## config.mk

```make
export PLATFORM = sky130hd
export DESIGN_NAME = tgt_width_resp
export DESIGN_NICKNAME = d
export VERILOG_FILES = /design/src/rtl/tw_pkg.sv /design/src/rtl/tw_rst_sync.sv /design/src/rtl/tw_decode.sv /design/src/rtl/tw_phase_fsm.sv /design/src/rtl/tw_lane.sv /design/src/rtl/tgt_width_resp.sv
export SDC_FILE = /design/constraint.sdc
export NUM_CORES = 1
export LEC_CHECK = 0
export ABC_AREA = 1
export BUFFER_PORTS_ARGS = -buffer_cell sky130_fd_sc_hd__buf_2
export CAP_MARGIN = 20
export CORE_AREA = 3 3 40 42
export CTS_CLUSTER_DIAMETER = 60
export CTS_CLUSTER_SIZE = 24
export DETAILED_ROUTE_END_ITERATION = 10
export DIE_AREA = 0 0 43 45
export PLACE_DENSITY = 0.73
export SLEW_MARGIN = 10
export SYNTH_ARGS = -nofsm -noshare
export SYNTH_HDL_FRONTEND = slang
export SYNTH_HIERARCHICAL = 1
export SYNTH_SLANG_ARGS = --single-unit
```

## constraint.sdc

```tcl
create_clock -name clk -period 3.5 [get_ports clk]
set_clock_uncertainty 0.05 [all_clocks]
set_input_delay 0.525 -clock clk [delete_from_list [all_inputs] [get_ports clk]]
set_output_delay 0.525 -clock clk [all_outputs]
set_load 0.05 [all_outputs]
```

## src/rtl/tw_pkg.sv

```systemverilog
package tw_pkg;
  parameter int CMD_W = 4;

  typedef enum logic [1:0] {
    ST_IDLE = 2'd0,
    ST_DATA = 2'd1,
    ST_HOLD = 2'd2,
    ST_SKIP = 2'd3
  } tw_state_e;

  function automatic logic is_mem_cmd(input logic [CMD_W-1:0] c);
    case (c)
      4'b0110, 4'b0111, 4'b1100, 4'b1110, 4'b1111: is_mem_cmd = 1'b1;
      default:                                     is_mem_cmd = 1'b0;
    endcase
  endfunction
endpackage

```

## src/rtl/tw_rst_sync.sv

```systemverilog
module tw_rst_sync #(
  parameter int STAGES = 2
) (
  input  logic clk,
  input  logic rst_n,
  output logic rst_sync_n
);
  logic [STAGES-1:0] chain_q;

  always_ff @(posedge clk or negedge rst_n) begin
    if (!rst_n) chain_q <= '0;
    else        chain_q <= {chain_q[STAGES-2:0], 1'b1};
  end

  assign rst_sync_n = chain_q[STAGES-1];
endmodule

```

## src/rtl/tw_decode.sv

```systemverilog
module tw_decode
  import tw_pkg::*;
(
  input  logic             req64,
  input  logic [CMD_W-1:0] cmd,
  input  logic             region_wide,
  input  logic             burst_ok,
  output logic             want_wide,
  output logic             want_single
);
  always_comb begin
    want_wide   = req64 && region_wide && is_mem_cmd(cmd);
    want_single = !burst_ok;
  end
endmodule

```

## src/rtl/tw_phase_fsm.sv

```systemverilog
module tw_phase_fsm
  import tw_pkg::*;
(
  input  logic clk,
  input  logic rst_n,
  input  logic frame,
  input  logic irdy,
  input  logic addr_hit,
  input  logic want_wide,
  input  logic want_single,
  input  logic busy,
  output logic devsel,
  output logic ack64,
  output logic trdy,
  output logic stop
);
  tw_state_e st_q, st_d;
  logic wide_q, wide_d, single_q, single_d;
  logic addr_phase, bus_idle, in_data;

  // outputs and next state
  always_comb begin
    addr_phase = (st_q == ST_IDLE) && frame;
    bus_idle   = !frame && !irdy;
    in_data    = (st_q == ST_DATA);
    devsel     = in_data || (st_q == ST_HOLD);
    ack64      = devsel && wide_q;
    trdy       = in_data && !busy;
    stop       = (st_q == ST_HOLD) || (in_data && (busy || single_q));

    wide_d   = wide_q;
    single_d = single_q;
    if (addr_phase) begin
      wide_d   = want_wide;
      single_d = want_single;
    end else if (bus_idle) begin
      wide_d   = 1'b0;
      single_d = 1'b0;
    end

    st_d = st_q;
    case (st_q)
      ST_IDLE: if (frame) st_d = addr_hit ? ST_DATA : ST_SKIP;
      ST_DATA: begin
        if (bus_idle)                    st_d = ST_IDLE;
        else if (stop && (busy || irdy)) st_d = ST_HOLD;
      end
      ST_HOLD: if (bus_idle) st_d = ST_IDLE;
      ST_SKIP: if (bus_idle) st_d = ST_IDLE;
      default: st_d = ST_IDLE;
    endcase
  end

  always_ff @(posedge clk or negedge rst_n) begin
    if (!rst_n) begin
      st_q     <= ST_IDLE;
      wide_q   <= 1'b0;
      single_q <= 1'b0;
    end else begin
      st_q     <= st_d;
      wide_q   <= wide_d;
      single_q <= single_d;
    end
  end

  assert_ack_needs_devsel_R4: assert property (@(posedge clk) disable iff (!rst_n)
    ack64 |-> devsel);

  assert_ack_steady_R4: assert property (@(posedge clk) disable iff (!rst_n)
    (devsel && $past(devsel)) |-> (ack64 == $past(ack64)));

  assert_idle_completes_R10: assert property (@(posedge clk) disable iff (!rst_n)
    (in_data && !busy) |-> trdy);

  assert_retry_only_busy_R9: assert property (@(posedge clk) disable iff (!rst_n)
    (in_data && stop && !trdy) |-> busy);
endmodule

```

## src/rtl/tw_lane.sv

```systemverilog
module tw_lane #(
  parameter int BE_W = 8
) (
  input  logic            irdy,
  input  logic            trdy,
  input  logic            ack64,
  input  logic [BE_W-1:0] be,
  output logic            xfer_lo,
  output logic            xfer_hi,
  output logic [BE_W-1:0] lane_be
);
  localparam int HALF = BE_W / 2;

  logic moved;
  assign moved   = irdy && trdy;
  assign xfer_lo = moved;
  assign xfer_hi = moved && ack64;

  for (genvar h = 0; h < 2; h++) begin : g_half
    logic half_en;
    if (h == 0) begin : g_low
      assign half_en = moved;
    end else begin : g_high
      assign half_en = moved && ack64;
    end
    assign lane_be[h*HALF +: HALF] = half_en ? be[h*HALF +: HALF] : '0;
  end
endmodule

```

## src/rtl/tgt_width_resp.sv

```systemverilog
module tgt_width_resp
  import tw_pkg::*;
#(
  parameter int BE_W = 8
) (
  input  logic             clk,
  input  logic             rst_n,
  input  logic             frame,
  input  logic             irdy,
  input  logic             req64,
  input  logic [CMD_W-1:0] cmd,
  input  logic             addr_hit,
  input  logic             region_wide,
  input  logic             burst_ok,
  input  logic             backend_busy,
  input  logic [BE_W-1:0]  be,
  output logic             devsel,
  output logic             ack64,
  output logic             trdy,
  output logic             stop,
  output logic             xfer_lo,
  output logic             xfer_hi,
  output logic [BE_W-1:0]  lane_be
);
  localparam int HALF = BE_W / 2;

  logic rst_sync_n, want_wide, want_single;

  tw_rst_sync #(.STAGES(2)) u_rst (
    .clk(clk), .rst_n(rst_n), .rst_sync_n(rst_sync_n)
  );

  tw_decode u_dec (
    .req64(req64), .cmd(cmd), .region_wide(region_wide), .burst_ok(burst_ok),
    .want_wide(want_wide), .want_single(want_single)
  );

  tw_phase_fsm u_fsm (
    .clk(clk), .rst_n(rst_sync_n), .frame(frame), .irdy(irdy),
    .addr_hit(addr_hit), .want_wide(want_wide), .want_single(want_single),
    .busy(backend_busy), .devsel(devsel), .ack64(ack64), .trdy(trdy), .stop(stop)
  );

  tw_lane #(.BE_W(BE_W)) u_lane (
    .irdy(irdy), .trdy(trdy), .ack64(ack64), .be(be),
    .xfer_lo(xfer_lo), .xfer_hi(xfer_hi), .lane_be(lane_be)
  );

  assert_ack_gated_R3: assert property (@(posedge clk) disable iff (!rst_sync_n)
    $rose(ack64) |-> $past(frame && req64 && region_wide && addr_hit && is_mem_cmd(cmd)));

  assert_hi_lanes_wide_R7: assert property (@(posedge clk) disable iff (!rst_sync_n)
    (xfer_hi || (lane_be[BE_W-1:HALF] != '0)) |-> ack64);

  assert_full_lanes_R6: assert property (@(posedge clk) disable iff (!rst_sync_n)
    (xfer_lo && ack64) |-> (lane_be == be));

  assert_stop_held_R8: assert property (@(posedge clk) disable iff (!rst_sync_n)
    (devsel && $past(devsel) && $past(stop)) |-> stop);
endmodule

```

==> metrics <==
number of rows in the core area=13; I/O Buffers=34; global-route congestion overflow total=0; via count of the first global-routing pass=469; largest net degree at the start of global routing=7; number of clock sinks seen by CTS=6; worst-case clock buffer depth=2; setup fix buffers added after clock tree synthesis=0; horizontal die dimension=43 um; cell count after placement=123; dpl ws=1.43 ns; Final Setup Violations=0; arrival time worst endpoint=1.73 ns; maximum ir drop on the vdd rail=0.337 mV; final worst path period share=66.0%; final net count=139; fillcell total=140; worst setup margin=1.19 ns; total leakage power=0.000477 uW; Die Y=45 um; type of the worst setup path=flop to output port; Reg clk slew, reported paths=0.04 ns; via total after detailed routing=537; areal power density over the cells=645 nW/um2; Initial Utilization=37.8%; cts bufs inserted=3; placeable core area=1280 um2; cell area after synthesis=485 um2; post-synthesis to final-layout area growth=43.6%; H-tree depth=1; CP top delay family=simple AND/OR/NAND/NOR gates; list of cells traversed by the critical path=inv_1 > ha_1 > inv_1 > nor2_1 > nand2_1 > nor2_1 > buf_2; total detailed-routing wirelength=1.10 mm; I/O pin count=35; net count of the mapped netlist=100; result of the run=finished clean; crit start category=flop; gr usage total=12.0%; Data required, critical path=2.92 ns; n_diodes=0; number of distinct standard cells referenced by the synthesized netlist=12; mean routed wirelength per cell=8.73 um; Worst path max stage delay=0.40 ns; number of hold violations in the final report=0; kind of path behind the tightest hold check=flop to asynchronous set/reset pin; synthesized netlist cell count=74; sequential element share of the synthesized area=30.9%; sum of buffers and inverters on the critical path=3; insertion delay of the later-clocked pin in the worst-skew pair=0.24 ns; buffer type at the clock tree root=sky130_fd_sc_hd__clkbuf_4; final weighted congestion in routability-driven placement=0.684; detailed-placement wirelength estimate=976 um; total of warnings raised by yosys=6; count of hold-fix buffers inserted at cts=0; average size of a mapped cell=6.56 um2; die area=1940 um2; number of maximum-capacitance constraint violations=0; antenna violations before repair=0; post-route insts no fill=126; initial drt markers=3; share of post-route cells with drive strength above 1=37.8%; unrepaired setup endpoints after global routing=no; number of instances resized during post-cts repair=0; type of destination of the critical path=output port; number of vias per cell=4.26; Total Negative Setup Slacks=0 ns; highest-delay cell along the critical path=sky130_fd_sc_hd__dfrtp_1; number of design rule violations left after detail routing=0; flop and latch count out of synthesis=6; Slew Limit Fails=0; wire length of the first global-routing pass=1.77 mm; Peak Freq=0.433 GHz; highest net fanout along the worst path=5; Antenna Nets Post-Route=0; minimum clock period after layout=2.31 ns; CTS tree=done; length of the first detailed-routing pass in iterations=4
-- cell type report --
type / instances / area (um2) / area share [%]
clock buffer: 3 / 22.5 / 3.23
inverter: 22 / 82.6 / 11.8
multi-input combinational: 46 / 253 / 36.3
sequential: 6 / 150 / 21.5
tap: 15 / 18.8 / 2.69
timing repair buffer: 34 / 170 / 24.4
-- layout by cell type (no fill, tap or decap), types with 3 or more instances in the layout --
| master | synthesis | final |
|---|---|---|
| sky130_fd_sc_hd__buf_2 | 0 | 34 |
| sky130_fd_sc_hd__inv_1 | 22 | 22 |
| sky130_fd_sc_hd__nand2_1 | 13 | 13 |
| sky130_fd_sc_hd__nor2_1 | 11 | 11 |
| sky130_fd_sc_hd__dfrtp_1 | 6 | 6 |
| sky130_fd_sc_hd__nand3_1 | 5 | 5 |
| sky130_fd_sc_hd__o21ai_0 | 5 | 5 |
| sky130_fd_sc_hd__ha_1 | 5 | 5 |
| sky130_fd_sc_hd__clkbuf_4 | 0 | 3 |
-- worst reg2reg max path, stage by stage, from the launching register on --
cell and delay (ns):
sky130_fd_sc_hd__dfrtp_1 0.39, sky130_fd_sc_hd__inv_1 0.10, sky130_fd_sc_hd__ha_1 0.21, sky130_fd_sc_hd__nor2_1 0.10, sky130_fd_sc_hd__nor2_1 0.05, sky130_fd_sc_hd__a21oi_2 0.14, sky130_fd_sc_hd__nand2_1 0.09, sky130_fd_sc_hd__nand2_1 0.06
sky130_fd_sc_hd__nand2_1 0.05
-- metal layers --
layer / part of all wire (%) / global-route usage (%) / up-vias / wire length, um
met5: 0 / 0 / - / 0
met4: 1.9 / 7.23 / 0 / 21
met3: 10 / 1.99 / 2 / 111
met2: 48 / 19.5 / 23 / 526
met1: 40 / 15.1 / 223 / 442
li1: - / - / 289 / -
-- metrics by stage --
stage / total power, uW / utilization [%] / hold WS, ns / area, um2
global route: 493 / 54.2 / 0.000695 / 697
CTS: 456 / 54.2 / 0.00461 / 697
detailed placement: 394 / 52.5 / 0.00485 / 674
floorplan: 331 / - / -0.00971 / 485
global placement: 389 / 52.5 / 0.00344 / 674
finish: 450 / 54.2 / 0.00145 / 697
-- state kept, by name, indices dropped and copies added, names as in the netlist --
signal / count
u_fsm/st_q: 2
u_rst/chain_q: 2
u_fsm/single_q: 1
u_fsm/wide_q: 1
-- cells in the mapped netlist --
master / instances / area, um2
sky130_fd_sc_hd__dfrtp_1: 6 / 150
sky130_fd_sc_hd__conb_1: 1 / 3.75
sky130_fd_sc_hd__ha_1: 5 / 62.6
sky130_fd_sc_hd__a21oi_2: 2 / 17.5
sky130_fd_sc_hd__or2_1: 1 / 6.26
sky130_fd_sc_hd__o21ai_0: 5 / 25.0
sky130_fd_sc_hd__nand2_1: 13 / 48.8
sky130_fd_sc_hd__inv_1: 22 / 82.6
sky130_fd_sc_hd__nor2_1: 11 / 41.3
sky130_fd_sc_hd__nand3_2: 1 / 10.0
sky130_fd_sc_hd__nor2_2: 2 / 12.5
sky130_fd_sc_hd__nand3_1: 5 / 25.0
-- cell families after synthesis --
family / synth area share, %
simple gates: 29.6
buf+inv: 17.0
compound gates: 8.76
flops: 30.9
fa+ha+maj: 12.9
other cells: 0.772
-- where the power goes --
group          internal [uW]  switching [uW]
clock                   38.5            20.6
sequential              88.5            16.0
combinational           81.6             204
-- path summary, 6_finish.rpt --
kind	depth (start not counted)	to	startpoint	slack, ns
worst min register to register	0	u_fsm/st_q[0]	u_rst/chain_q[1]	0.001
worst max-delay path	7	lane_be[3]	u_fsm/st_q[1]	1.19
worst min-delay path	0	u_fsm/st_q[0]	u_rst/chain_q[1]	0.001
worst max register to register	8	u_fsm/st_q[1]	u_fsm/st_q[0]	2.15
min in group clk	0	u_rst/chain_q[1]	u_rst/chain_q[0]	0.30
max in group asynchronous	0	u_fsm/single_q	u_rst/chain_q[1]	3.25
Power figures use the tool's default switching activity.
